==> config.mk <==
export PLATFORM = sky130hd
export DESIGN_NAME = mdio_mgmt_top
export DESIGN_NICKNAME = d
export VERILOG_FILES = /design/src/rtl/mdio_mgmt_pkg.sv /design/src/rtl/mdio_clk_div.sv /design/src/rtl/mdio_frame_seq.sv /design/src/rtl/mdio_mgmt_top.sv
export SDC_FILE = /design/constraint.sdc
export NUM_CORES = 1
export LEC_CHECK = 0
export BUFFER_PORTS_ARGS = -buffer_cell sky130_fd_sc_hd__buf_4
export CORE_AREA = 10 10 115 117
export CTS_CLUSTER_DIAMETER = 120
export CTS_CLUSTER_SIZE = 8
export DETAILED_ROUTE_END_ITERATION = 8
export DIE_AREA = 0 0 125 127
export PLACE_DENSITY = 0.83
export SLEW_MARGIN = 5
export SYNTH_ARGS = -nofsm -noshare
export SYNTH_HDL_FRONTEND = slang
export SYNTH_SLANG_ARGS = --single-unit
export TNS_END_PERCENT = 20
==> constraint.sdc <==
create_clock -name clk -period 6.32 [get_ports clk]
set_input_delay 1.264 -clock clk [delete_from_list [all_inputs] [get_ports clk]]
set_output_delay 1.264 -clock clk [all_outputs]
set_load 0.05 [all_outputs]
==> src/rtl/mdio_mgmt_pkg.sv <==
`timescale 1ns/1ps
package mdio_mgmt_pkg;

    // Width of the command/data register
    localparam int CMD_W   = 32;
    // Position of the completion flag in the event register
    localparam int EVT_BIT = 23;
    // Opcode field value (bits 29:28) that selects a read
    localparam logic [1:0] OP_READ = 2'b10;

    typedef enum logic [1:0] {
        SQ_IDLE,
        SQ_SHIFT,
        SQ_TAIL
    } sq_state_e;

endpackage

==> src/rtl/mdio_clk_div.sv <==
`timescale 1ns/1ps
module mdio_clk_div #(
    parameter int SPD_W = 6
) (
    input  logic             clk,
    input  logic             rst_n,
    input  logic [SPD_W-1:0] spd,
    input  logic             restart,
    output logic             mdc,
    output logic             rise_tick,
    output logic             fall_tick
);

    typedef struct packed {
        logic [SPD_W-1:0] cnt;
        logic             mdc;
    } div_t;

    div_t q, d;
    logic run;
    logic tick;

    always_comb begin
        d    = q;
        run  = (spd != '0);
        tick = run && (q.cnt == spd - SPD_W'(1));
        if (!run || restart) begin
            d = '0;
        end else if (tick) begin
            d.cnt = '0;
            d.mdc = ~q.mdc;
        end else begin
            d.cnt = q.cnt + SPD_W'(1);
        end
    end

    always_ff @(posedge clk) begin
        if (!rst_n) q <= '0;
        else        q <= d;
    end

    assign mdc       = q.mdc;
    assign rise_tick = tick && !q.mdc && !restart;
    assign fall_tick = tick &&  q.mdc && !restart;

    // a zero speed forces MDC low on the next edge
    p_mdc_off_r5: assert property (@(posedge clk) disable iff (!rst_n)
        (spd == '0) |=> !q.mdc);

endmodule

==> src/rtl/mdio_frame_seq.sv <==
`timescale 1ns/1ps
module mdio_frame_seq
    import mdio_mgmt_pkg::*;
#(
    parameter int PRE_LEN = 32
) (
    input  logic             clk,
    input  logic             rst_n,
    input  logic             start,
    input  logic [CMD_W-1:0] cmd,
    input  logic             run,
    input  logic             rise_tick,
    input  logic             fall_tick,
    input  logic             mdio_i,
    output logic             busy,
    output logic             done,
    output logic [15:0]      rdata,
    output logic             mdio_o,
    output logic             mdio_oe
);

    localparam int FRAME_LEN = PRE_LEN + CMD_W;
    localparam int CNT_W     = $clog2(FRAME_LEN + 1);
    // bit index of the first turnaround bit
    localparam logic [CNT_W-1:0] TA_AT   = CNT_W'(PRE_LEN + 14);
    // bits driven so far once the first data bit is on the wire
    localparam logic [CNT_W-1:0] DAT_AT  = CNT_W'(PRE_LEN + 17);
    localparam logic [CNT_W-1:0] LAST_AT = CNT_W'(FRAME_LEN - 1);

    typedef struct packed {
        sq_state_e          state;
        logic [FRAME_LEN-1:0] sh;
        logic [CNT_W-1:0]   cnt;
        logic               is_rd;
        logic [15:0]        rx;
        logic               mdo;
        logic               oe;
    } seq_t;

    seq_t q, d;

    always_comb begin
        d    = q;
        done = 1'b0;
        unique case (q.state)
            SQ_IDLE: begin
                if (fall_tick || !run) d.oe = 1'b0;
                if (start) begin
                    d.sh    = {{PRE_LEN{1'b1}}, cmd};
                    d.cnt   = '0;
                    d.is_rd = (cmd[29:28] == OP_READ);
                    d.rx    = '0;
                    d.state = SQ_SHIFT;
                end
            end
            SQ_SHIFT: begin
                if (fall_tick) begin
                    d.mdo = q.sh[FRAME_LEN-1];
                    d.sh  = q.sh << 1;
                    d.oe  = !(q.is_rd && (q.cnt >= TA_AT));
                    d.cnt = q.cnt + CNT_W'(1);
                    if (q.cnt == LAST_AT) d.state = SQ_TAIL;
                end else if (rise_tick && q.is_rd && (q.cnt >= DAT_AT)) begin
                    d.rx = {q.rx[14:0], mdio_i};
                end
            end
            SQ_TAIL: begin
                if (rise_tick) begin
                    if (q.is_rd) d.rx = {q.rx[14:0], mdio_i};
                    done    = 1'b1;
                    d.state = SQ_IDLE;
                end
            end
            default: d.state = SQ_IDLE;
        endcase
    end

    always_ff @(posedge clk) begin
        if (!rst_n) begin
            q       <= '0;
            q.state <= SQ_IDLE;
            q.mdo   <= 1'b1;
        end else begin
            q <= d;
        end
    end

    assign busy    = (q.state != SQ_IDLE);
    assign rdata   = d.rx;
    assign mdio_o  = q.mdo;
    assign mdio_oe = q.oe;

    // the driven value moves only on a falling MDC tick
    p_mdo_fall_r9: assert property (@(posedge clk) disable iff (!rst_n)
        !$stable(q.mdo) |-> $past(fall_tick));

    // the output enable moves only on a falling tick or with MDC stopped
    p_oe_edge_r9: assert property (@(posedge clk) disable iff (!rst_n)
        !$stable(q.oe) |-> ($past(fall_tick) || $past(!run)));

    // once turnaround of a read has begun, MDIO stays released
    p_ta_release_r2: assert property (@(posedge clk) disable iff (!rst_n)
        (q.state == SQ_SHIFT && q.is_rd && q.cnt > TA_AT) |-> !q.oe);

endmodule

==> src/rtl/mdio_mgmt_top.sv <==
`timescale 1ns/1ps
module mdio_mgmt_top
    import mdio_mgmt_pkg::*;
#(
    parameter int SPD_W   = 6,
    parameter int PRE_LEN = 32
) (
    input  logic        clk,
    input  logic        rst_n,
    input  logic        cmd_we,
    input  logic [31:0] cmd_wdata,
    output logic [31:0] cmd_rdata,
    input  logic        spd_we,
    input  logic [31:0] spd_wdata,
    input  logic        evt_we,
    input  logic [31:0] evt_wdata,
    output logic [31:0] evt_rdata,
    output logic        mdc,
    output logic        mdio_o,
    output logic        mdio_oe,
    input  logic        mdio_i
);

    typedef struct packed {
        logic [CMD_W-1:0] cmd;
        logic [SPD_W-1:0] spd;
        logic             evt;
    } regs_t;

    regs_t q, d;

    logic        busy, done, start, spd_acc, rise_tick, fall_tick, run;
    logic [15:0] rdata;
    logic        unused_bits;

    assign unused_bits = ^{spd_wdata[31:SPD_W+1], spd_wdata[0],
                           evt_wdata[31:EVT_BIT+1], evt_wdata[EVT_BIT-1:0]};

    always_comb begin
        d       = q;
        run     = (q.spd != '0);
        start   = cmd_we && !busy && run;
        spd_acc = spd_we && !busy;
        if (cmd_we && !busy) d.cmd = cmd_wdata;
        if (done && (q.cmd[29:28] == OP_READ)) d.cmd[15:0] = rdata;
        if (spd_acc) d.spd = spd_wdata[SPD_W:1];
        if (evt_we && evt_wdata[EVT_BIT]) d.evt = 1'b0;
        if (done) d.evt = 1'b1;
    end

    always_ff @(posedge clk) begin
        if (!rst_n) q <= '0;
        else        q <= d;
    end

    mdio_clk_div #(.SPD_W(SPD_W)) i_div (
        .clk       (clk),
        .rst_n     (rst_n),
        .spd       (q.spd),
        .restart   (spd_acc),
        .mdc       (mdc),
        .rise_tick (rise_tick),
        .fall_tick (fall_tick)
    );

    mdio_frame_seq #(.PRE_LEN(PRE_LEN)) i_seq (
        .clk       (clk),
        .rst_n     (rst_n),
        .start     (start),
        .cmd       (cmd_wdata),
        .run       (run),
        .rise_tick (rise_tick),
        .fall_tick (fall_tick),
        .mdio_i    (mdio_i),
        .busy      (busy),
        .done      (done),
        .rdata     (rdata),
        .mdio_o    (mdio_o),
        .mdio_oe   (mdio_oe)
    );

    assign cmd_rdata = q.cmd;
    assign evt_rdata = {{(31-EVT_BIT){1'b0}}, q.evt, {EVT_BIT{1'b0}}};

    // the flag rises only as a frame completes
    p_evt_on_done_r6: assert property (@(posedge clk) disable iff (!rst_n)
        $rose(q.evt) |-> $past(done));

    // the command register is frozen while a frame runs
    p_cmd_hold_r8: assert property (@(posedge clk) disable iff (!rst_n)
        (busy && !done) |=> $stable(q.cmd));

    // the speed is frozen while a frame runs
    p_spd_hold_r11: assert property (@(posedge clk) disable iff (!rst_n)
        busy |=> $stable(q.spd));

    // a stopped clock never lets a frame begin
    p_no_start_off_r5: assert property (@(posedge clk) disable iff (!rst_n)
        (q.spd == '0 && !busy) |=> !busy);

endmodule

-- After elaboration in Yosys (flattened, before gate mapping)
Index checks and enable logic that the tools add are counted.
- flip-flop bits (word level): 138
- output and inout bits: 67
- logic and storage cells: 84
- input bits: 102
- muxes and demuxes: 20
- bitwise logic cells: 2
- equality and inequality tests: 11
- add/sub/neg operators: 3
- order comparisons: 2
- reduce and logical (&&, ||, !) cells: 33
- operators by type and width (kind ; number):
    71-bit case mux with 2 select lines ; 1
    16-bit two-way mux ; 6
    90-bit two-way mux ; 1
    73-bit two-way mux ; 1
    16-bit case mux with 3 select lines ; 1
    7-bit by 6-bit >= comparator with 1-bit output, second input constant ; 2
    1-bit logical AND ; 13
    2-bit by 1-bit inequality test with 1-bit output, second input constant ; 5
    2-bit nonzero test ; 4
    7-bit by 1-bit adder with 7-bit output, second input constant ; 1
    7-bit by 6-bit == test with 1-bit output, second input constant ; 1
    6-bit by 1-bit adder with 6-bit output, second input constant ; 1
    2-bit == test, second input constant ; 3
    6-bit == test ; 1
    1-bit two-way mux ; 6
    2-bit case mux with 3 select lines ; 1
    3-bit AND reduction ; 2
    6-bit nonzero test ; 1
    6-bit by 1-bit subtractor with 6-bit output, second input constant ; 1
    1-bit logical NOT ; 5
    2-bit two-way mux ; 2
    2-bit AND reduction ; 2
    4-bit AND reduction ; 1
    3-bit OR reduction ; 1
    6 further kinds ; 8

-- Longest topological paths before layout
Gate-level depths: netlist of the first run.
- word-level depth: 11
- mapped depth: 12
- gate-level depth less buffers: 8

-- Hierarchy
Synthesis of the first run repeated with hierarchy kept, for this count alone.
- cell total of the unflattened synthesis: 846
- area, all modules: 7353.3 um^2
- by module, submodules not included (module ; area an instance (um^2) ; sequential area each (um^2) ; times used ; cells an instance):
    mdio_frame_seq ; 4794.6 ; 1841.8 ; 1 ; 534
    mdio_mgmt_top ; 2067.0 ; 780.7 ; 1 ; 256
    mdio_clk_div ; 491.7 ; 140.1 ; 1 ; 56

-- Least setup slack after synthesis of the first run
No wires, ideal clock.
- path kind: input -> register
- start point: input port spd_we
- end point: register q, in the netlist cmd_rdata[10]
- slack: 3094 ps
- arrival: 3093 ps
- library setup time: 133 ps
- stages: 8
- cell sequence: nor3b_1 > buf_6 > or4b_1 > a211o_1 > a211o_1 > buf_2 > a32oi_1 > a21oi_1
- word-level cells in the longest chain between the ends: 9
- elaborated cells between the ends (all ways): 15
- RTL lines (item ; RTL line ; RTL):
    start: declaration ; mdio_mgmt_top.sv:13 ; input logic spd_we,
    1-bit logical AND (*) ; mdio_mgmt_top.sv:43 ; spd_acc = spd_we && !busy;
    1-bit logical NOT (*) ; mdio_clk_div.sv:43, mdio_clk_div.sv:44 ;
    1-bit logical AND ; mdio_clk_div.sv:43 ; assign rise_tick = tick && !q.mdc && !restart;
    1-bit logical AND (2 in a row) ; mdio_frame_seq.sv:63 ; end else if (rise_tick && q.is_rd && (q.cnt >= DAT_AT)) begin
    16-bit two-way mux ; mdio_frame_seq.sv:63 ;
    16-bit two-way mux ; mdio_frame_seq.sv:57 ; if (fall_tick) begin
    16-bit case mux with 3 select lines ; mdio_frame_seq.sv:45 ; unique case (q.state)
    16-bit two-way mux ; mdio_mgmt_top.sv:45 ; if (done && (q.cmd[29:28] == OP_READ)) d.cmd[15:0] = rdata;
    end signal: assignment ; mdio_mgmt_top.sv:52 ; if (!rst_n) q <= '0;
    end signal: assignment ; mdio_mgmt_top.sv:53 ; else q <= d;
    end: declaration ; mdio_mgmt_top.sv:30 ; regs_t q, d;
Mark *: on every way between the ends. The rest lies on a longest branch, timed or not.
A chain may end at the register's enable or synchronous reset.

-- Final worst setup path of the first run
- start point: register q[1] (netlist bit)
- end point: register i_seq.q[23] (netlist bit)
- word-level cells in the longest chain between the ends: 7
- elaborated cells between the ends (all ways): 10
- RTL lines (item ; RTL line ; RTL):
    6-bit by 1-bit subtractor with 6-bit output ; mdio_clk_div.sv:26 ; tick = run && (q.cnt == spd - SPD_W'(1));
    6-bit == test ; mdio_clk_div.sv:26 ;
    1-bit logical AND ; mdio_clk_div.sv:26 ;
    1-bit logical AND (2 in a row) ; mdio_clk_div.sv:44 ; assign fall_tick = tick && q.mdc && !restart;
    2-bit by 1-bit inequality test with 1-bit output (no line) ; -- ;
    3-bit AND reduction (no line) (*) ; -- ;
    end: declaration ; mdio_frame_seq.sv:40 ; seq_t q, d;
Marked as above.

==> flow_metrics.env, run 1 <==
export IMPL_num_antenna_cells=0
export IMPL_drc=0
export IMPL_postCtsSetupRepairBufs=0
export IMPL_synth_seq_cells=138
export IMPL_wl_per_cell_um=15.9
export IMPL_cts_buffers=17
export IMPL_criticalPathCategory="flip-flop to flip-flop"
export IMPL_first_pass_iters=6
export IMPL_hold_viol_final=0
export IMPL_cts_hold_buf=0
export IMPL_wl_met3_um=1050
export IMPL_layout_nets=884
export IMPL_slew_viol_final=0
export IMPL_clk_pin_slew_ns=0.05
export IMPL_ant_nets=0
export IMPL_ir_worst_vdd_mv=0.245
export IMPL_worstPathRequired_ns=6.67
export IMPL_grt_overflow=0
export IMPL_grt_max_degree=72
export IMPL_area_growth_pct=18.9
export IMPL_highest_layer="met4"
export IMPL_wl_um=14800
export IMPL_layout_drive_gt1_share_pct=16.1
export IMPL_ys_flop_type="dfxtp_1"
export IMPL_grt_pass1_wl_um=24100
export IMPL_seq_power_share_pct=41.6
export IMPL_netlist_area_um2=5960
export IMPL_antenna_found_initial=0
export IMPL_ys_seq_area_share_pct=46.3
export IMPL_rows=39
export IMPL_io_pins=169
export IMPL_total_power_mw=2.37
export IMPL_htree_num_levels=4
export IMPL_postSynthAreaPerCell_um2=8.27
export IMPL_synth_edf_count=0
export IMPL_worstSetupEndpointType="flip-flop"
export IMPL_arrival_ns=3.67
export IMPL_p_sw_share_pct=27.4
export IMPL_grt_usage_pct=18.0
export IMPL_async_flop_share_pct=0
export IMPL_clkLatencyLatePin_ns=0.42
export IMPL_finalSetupViolations=0
export IMPL_power_frac_comb_pct=15.4
export IMPL_die_width_um=125
export IMPL_status="complete, no violations"
export IMPL_port_buffers=80
export IMPL_drtIter0Drc=366
export IMPL_layout_commonest_cell="dfxtp_1"
export IMPL_syn_inst=721
export IMPL_yosysWarnings=0
export IMPL_maxCapViolations=0
export IMPL_max_freq_mhz=301
export IMPL_cts_resized=0
export IMPL_p_leak_nw=3.05
export IMPL_worst_slew_pin_slew_ns=1.15
export IMPL_crit_fanout=71
export IMPL_initial_core_util_pct=53.6
export IMPL_p_per_area_nw_per_um2=334
export IMPL_intPower_mw=1.72
export IMPL_vias_per_cell=5.60
export IMPL_skew_ns=0.00664
export IMPL_first_global_vias=5136
export IMPL_cts_buffer_depth=2
export IMPL_worstSetupStartpointType="flip-flop"
export IMPL_hpwl_um=9850
export IMPL_clock_sinks=138
export IMPL_die_y_um=127
export IMPL_final_min_clock_period_ns=3.32
export IMPL_cts_root_buf="clkbuf_16"
export IMPL_coreArea_um2=11100
export IMPL_max_slew_margin_rel_pct=22.9
export IMPL_place_congestion=0.857
export IMPL_fin_crit_sh_pct=52.6
export IMPL_wl_met1_um=6060
export IMPL_via_count=5204
export IMPL_ys_types=47
export IMPL_rsz0062_at_grt="false"
export IMPL_tns_ns=0
export IMPL_tritoncts="yes"
export IMPL_layout_common_cells="dfxtp_1, a21oi_1, nor2_1"
export IMPL_p_switching_mw=0.649
export IMPL_met2WireLength_um=7400
export IMPL_die_area_um2=15900
export IMPL_power_frac_clock_pct=43.0
export IMPL_hold_path_class="flip-flop to flip-flop"
==> per-layer routing <==
| metal | vias up | GRT usage (%) |
|---|---|---|
| met2 | 195 | 30.8 |
| li1 | 2533 | - |
| met1 | 2450 | 19.8 |
| met4 | 0 | 7.72 |
| met5 | - | 0 |
| met3 | 26 | 6.45 |
==> sequential cells by signal (all words and copies together), names as in the netlist <==
register       flops
q                  6
i_div.q            6
cmd_rdata         32
i_div.mdc          1
i_seq.mdio_oe      1
i_seq.q           90
evt_rdata          1
i_seq.mdio_o       1
==> layout make-up <==
cell class              instances  area (um^2)
clock buffers                  23          498
inverters                      11         41.3
flip-flops and latches        138         2760
fillers                       915         4030
multi-input cells             520         2840
clock inverters                 7          114
repair buffers                 88          661
well taps                     143          179
==> stage by stage <==
stage	cell area, um^2	instances	hold slack, ns	util [%]	setup slack (ns)
after floorplan	6080	751	0.427	-	3.09
after global placement	6480	900	0.433	58.3	2.74
after detailed placement	6480	900	0.441	58.3	2.71
after CTS	7090	930	0.453	63.8	3.01
after global routing	7090	930	0.471	63.8	2.81
final	7090	930	0.448	63.8	3.00
==> synth_stat cells, types with 5 or more instances <==
cell type  count  area share, %
dfxtp_1      138             46
buf_4         32            4.0
ha_1           6            1.3
xnor2_1        8            1.2
nor2_1        95            6.0
inv_1         10           0.63
clkbuf_1      35            2.2
nor3_1         5           0.42
a32oi_1       16            2.3
mux2i_1       36            6.0
o21ai_0       81            6.8
nand2_1       75            4.7
buf_2          9           0.76
nand3_1       10           0.84
xor2_1         5           0.73
a21oi_1      109            9.1
nand2b_1       5           0.52
==> cells by family (layout without fill, tap and decap cells) <==
| logic type | after synthesis | after routing | share of synthesized area [%] |
|---|---|---|---|
| flip-flops | 138 | 138 | 46.3 |
| AO/OA/AOI/OAI | 221 | 221 | 20.9 |
| other | 1 | 31 | 0.0629 |
| adder cells (fa/ha/maj) | 6 | 6 | 1.26 |
| XOR/XNOR | 13 | 13 | 1.91 |
| AND/OR/NAND/NOR | 212 | 212 | 15.0 |
| buffers and inverters | 93 | 129 | 8.31 |
| multiplexers | 37 | 37 | 6.23 |
==> critical path, cell delays in order (launching register included) <==
cell       delay (ns)
dfxtp_1          0.39
inv_1            0.12
ha_1             0.32
xnor2_1          0.13
nor2_1           0.19
o2111ai_4        0.27
or4_2            0.68
buf_4            0.40
or4_1            0.57
a21oi_1          0.16
==> power groups by stage <==
stage                     combinational (mW)  sequential [mW]  clock [mW]
final                                  0.366            0.986        1.02
after global routing                   0.399            0.995        1.06
after CTS                              0.365            0.986        1.02
after detailed placement               0.361             1.00           0
after global placement                 0.351            0.998           0
after floorplan                        0.225             1.05           0
==> path summary, 6_finish.rpt <==
path                     from           to  slack (ns)  cells past startpoint
setup / recovery         q[1]  i_seq.q[23]        3.00                      9
hold / removal    i_seq.q[43]  i_seq.q[44]        0.45                      2
setup reg to reg         q[1]  i_seq.q[23]        3.00                      9
hold reg to reg   i_seq.q[43]  i_seq.q[44]        0.45                      2
Power figures use the tool's default switching activity.
==> run 2: changes to the inputs <==
Settings changed: CORE_AREA 10 10 115 117 to 10 10 119 121, DIE_AREA 0 0 125 127 to 0 0 129 131, PLACE_DENSITY 0.83 to 0.78.
Clock period 6.32 ns to 3.2 ns, I/O delays scaled along.
==> flow_metrics.env, run 2 (same netlist as run 1, synthesis figures left out) <==
export IMPL_wl_per_cell_um=15.8
export IMPL_ir_worst_vdd_mv=0.384
export IMPL_grt_usage_pct=17.6
export IMPL_die_width_um=129
export IMPL_port_buffers=80
export IMPL_layout_drive_gt1_share_pct=17.0
export IMPL_cts_buffer_depth=2
export IMPL_clkLatencyLatePin_ns=0.42
export IMPL_io_pins=169
export IMPL_cts_hold_buf=0
export IMPL_fin_crit_sh_pct=90.2
export IMPL_status="complete, no violations"
export IMPL_final_min_clock_period_ns=2.89
export IMPL_hold_viol_final=0
export IMPL_dp_cells=911
export IMPL_use_met1_pct=19.3
export IMPL_grt_pass1_wl_um=24200
export IMPL_grt_max_degree=53
export IMPL_setup_ws_ns=0.314
export IMPL_worst_slew_pin_slew_ns=0.824
export IMPL_worstSetupEndpointType="flip-flop"
export IMPL_arrival_ns=3.18
export IMPL_place_congestion=0.815
export IMPL_die_y_um=131
export IMPL_worstPathRequired_ns=3.50
export IMPL_num_antenna_cells=0
export IMPL_tritoncts="yes"
export IMPL_vias_per_cell=5.54
export IMPL_cp_slowest_stage_delay_ns=0.73
export IMPL_layout_common_cells="dfxtp_1, a21oi_1, nor2_1, buf_4, o21ai_0"
export IMPL_first_global_vias=5052
export IMPL_slowest_stage="or4_2"
export IMPL_grt_busiest_layer="met2"
export IMPL_multiInputGateArea_um2=2840
export IMPL_finalSetupViolations=0
export IMPL_drc=0
export IMPL_regMostFlops="i_seq.q"
export IMPL_via_count=5220
export IMPL_max_freq_mhz=347
export IMPL_fillers=1019
export IMPL_cp_cell_sequence="inv_1 -> ha_1 -> xnor2_1 -> nor2_1 -> o2111ai_4 -> or4_2 -> buf_6 -> o31ai_1 -> a21oi_1"
export IMPL_hold_path_class="flip-flop to flip-flop"
export IMPL_seqCellArea_um2=2760
export IMPL_cts_resized=0
export IMPL_wl_um=14900
export IMPL_die_area_um2=16900
export IMPL_fin_cells=943
export IMPL_antenna_found_initial=0
export IMPL_rsz0062_at_grt="false"
export IMPL_drtIter0Drc=416
export IMPL_coreArea_um2=11800
export IMPL_total_power_mw=4.68
export IMPL_crit_fanout=47
export IMPL_post_place_ws_ns=0.216
export IMPL_cts_root_buf="clkbuf_16"
export IMPL_largest_reg_flops=90
export IMPL_rows=40
export IMPL_slew_viol_final=0
export IMPL_max_slew_margin_rel_pct=45.0
export IMPL_first_pass_iters=5
export IMPL_maxCapViolations=0
export IMPL_worstSetupStartpointType="flip-flop"
export IMPL_cts_buffers=17
export IMPL_criticalPathCategory="flip-flop to flip-flop"
export IMPL_use_met3_pct=5.88
export IMPL_tns_ns=0
export IMPL_layout_nets=891
export IMPL_initial_core_util_pct=50.5
export IMPL_p_per_area_nw_per_um2=653
export IMPL_skew_ns=0.00725
export IMPL_htree_num_levels=4
export IMPL_area_growth_pct=20.0
export IMPL_clk_pin_slew_ns=0.06
export IMPL_ant_nets=0
export IMPL_grt_use_met2_pct=30.9
export IMPL_clock_sinks=138
export IMPL_p_leak_nw=3.08
export IMPL_grt_overflow=0
export IMPL_layout_commonest_cell="dfxtp_1"
export IMPL_hpwl_um=9910
export IMPL_postCtsSetupRepairBufs=0
-- run 2: changes by cell type in the layout (fill, tap and decap cells not counted), sizes merged --
cell	previous run	this run
bufinv	3	2
buf	88	95
clkinv	4	3
clkinvlp	0	1
clkbuf	23	26
-- run 2: where the power goes --
| group | total [mW] | internal (mW) | leakage [nW] | switching, mW |
|---|---|---|---|---|
| combinational | 0.733 | 0.226 | 1.65 | 0.507 |
| clock | 2.00 | 1.29 | 0.302 | 0.708 |
| sequential | 1.95 | 1.87 | 1.13 | 0.0809 |
-- run 2: path summary, 6_finish.rpt --
check / startpoint / endpoint / slack [ns] / cells past startpoint
worst max-delay path: q[1] / i_seq.q[23] / 0.31 / 9
worst max register to register: q[1] / i_seq.q[23] / 0.31 / 9
worst min-delay path: i_seq.q[54] / i_seq.q[55] / 0.45 / 2
worst min register to register: i_seq.q[54] / i_seq.q[55] / 0.45 / 2
-- run 2: final cells by class --
| type | instances | area share, % |
|---|---|---|
| Inverter | 11 | 0.577 |
| Clock buffer | 26 | 7.40 |
| Timing Repair Buffer | 95 | 10.0 |
| Tap cell | 147 | 2.57 |
| Multi-Input combinational cell | 520 | 39.7 |
| Sequential cell | 138 | 38.6 |
| Clock inverter | 6 | 1.15 |
-- run 2: per-stage QoR --
step	hold WS [ns]	util (%)	area, um^2
2_1_floorplan	0.427	-	6080
3_3_place_gp	0.435	55.4	6540
3_5_place_dp	0.439	55.4	6540
4_1_cts	0.448	60.6	7150
5_1_grt	0.462	60.6	7160
6_report	0.450	60.6	7160
-- run 2: critical path: cells and delay by family (launching register included) --
family	cells	cell delay, ns
and+or+nand+nor	2	0.91
AOI/OAI and AO/OA	3	0.63
buffers and inverters	2	0.37
DFF	1	0.38
xor gates and xnor gates	1	0.13
adders and majority gates	1	0.31
-- run 2: routing by layer --
metal	vias to the layer above	part of all wire, %
met5	-	0
met4	0	1.8
met3	28	7.3
met2	180	50
met1	2468	41
li1	2544	-
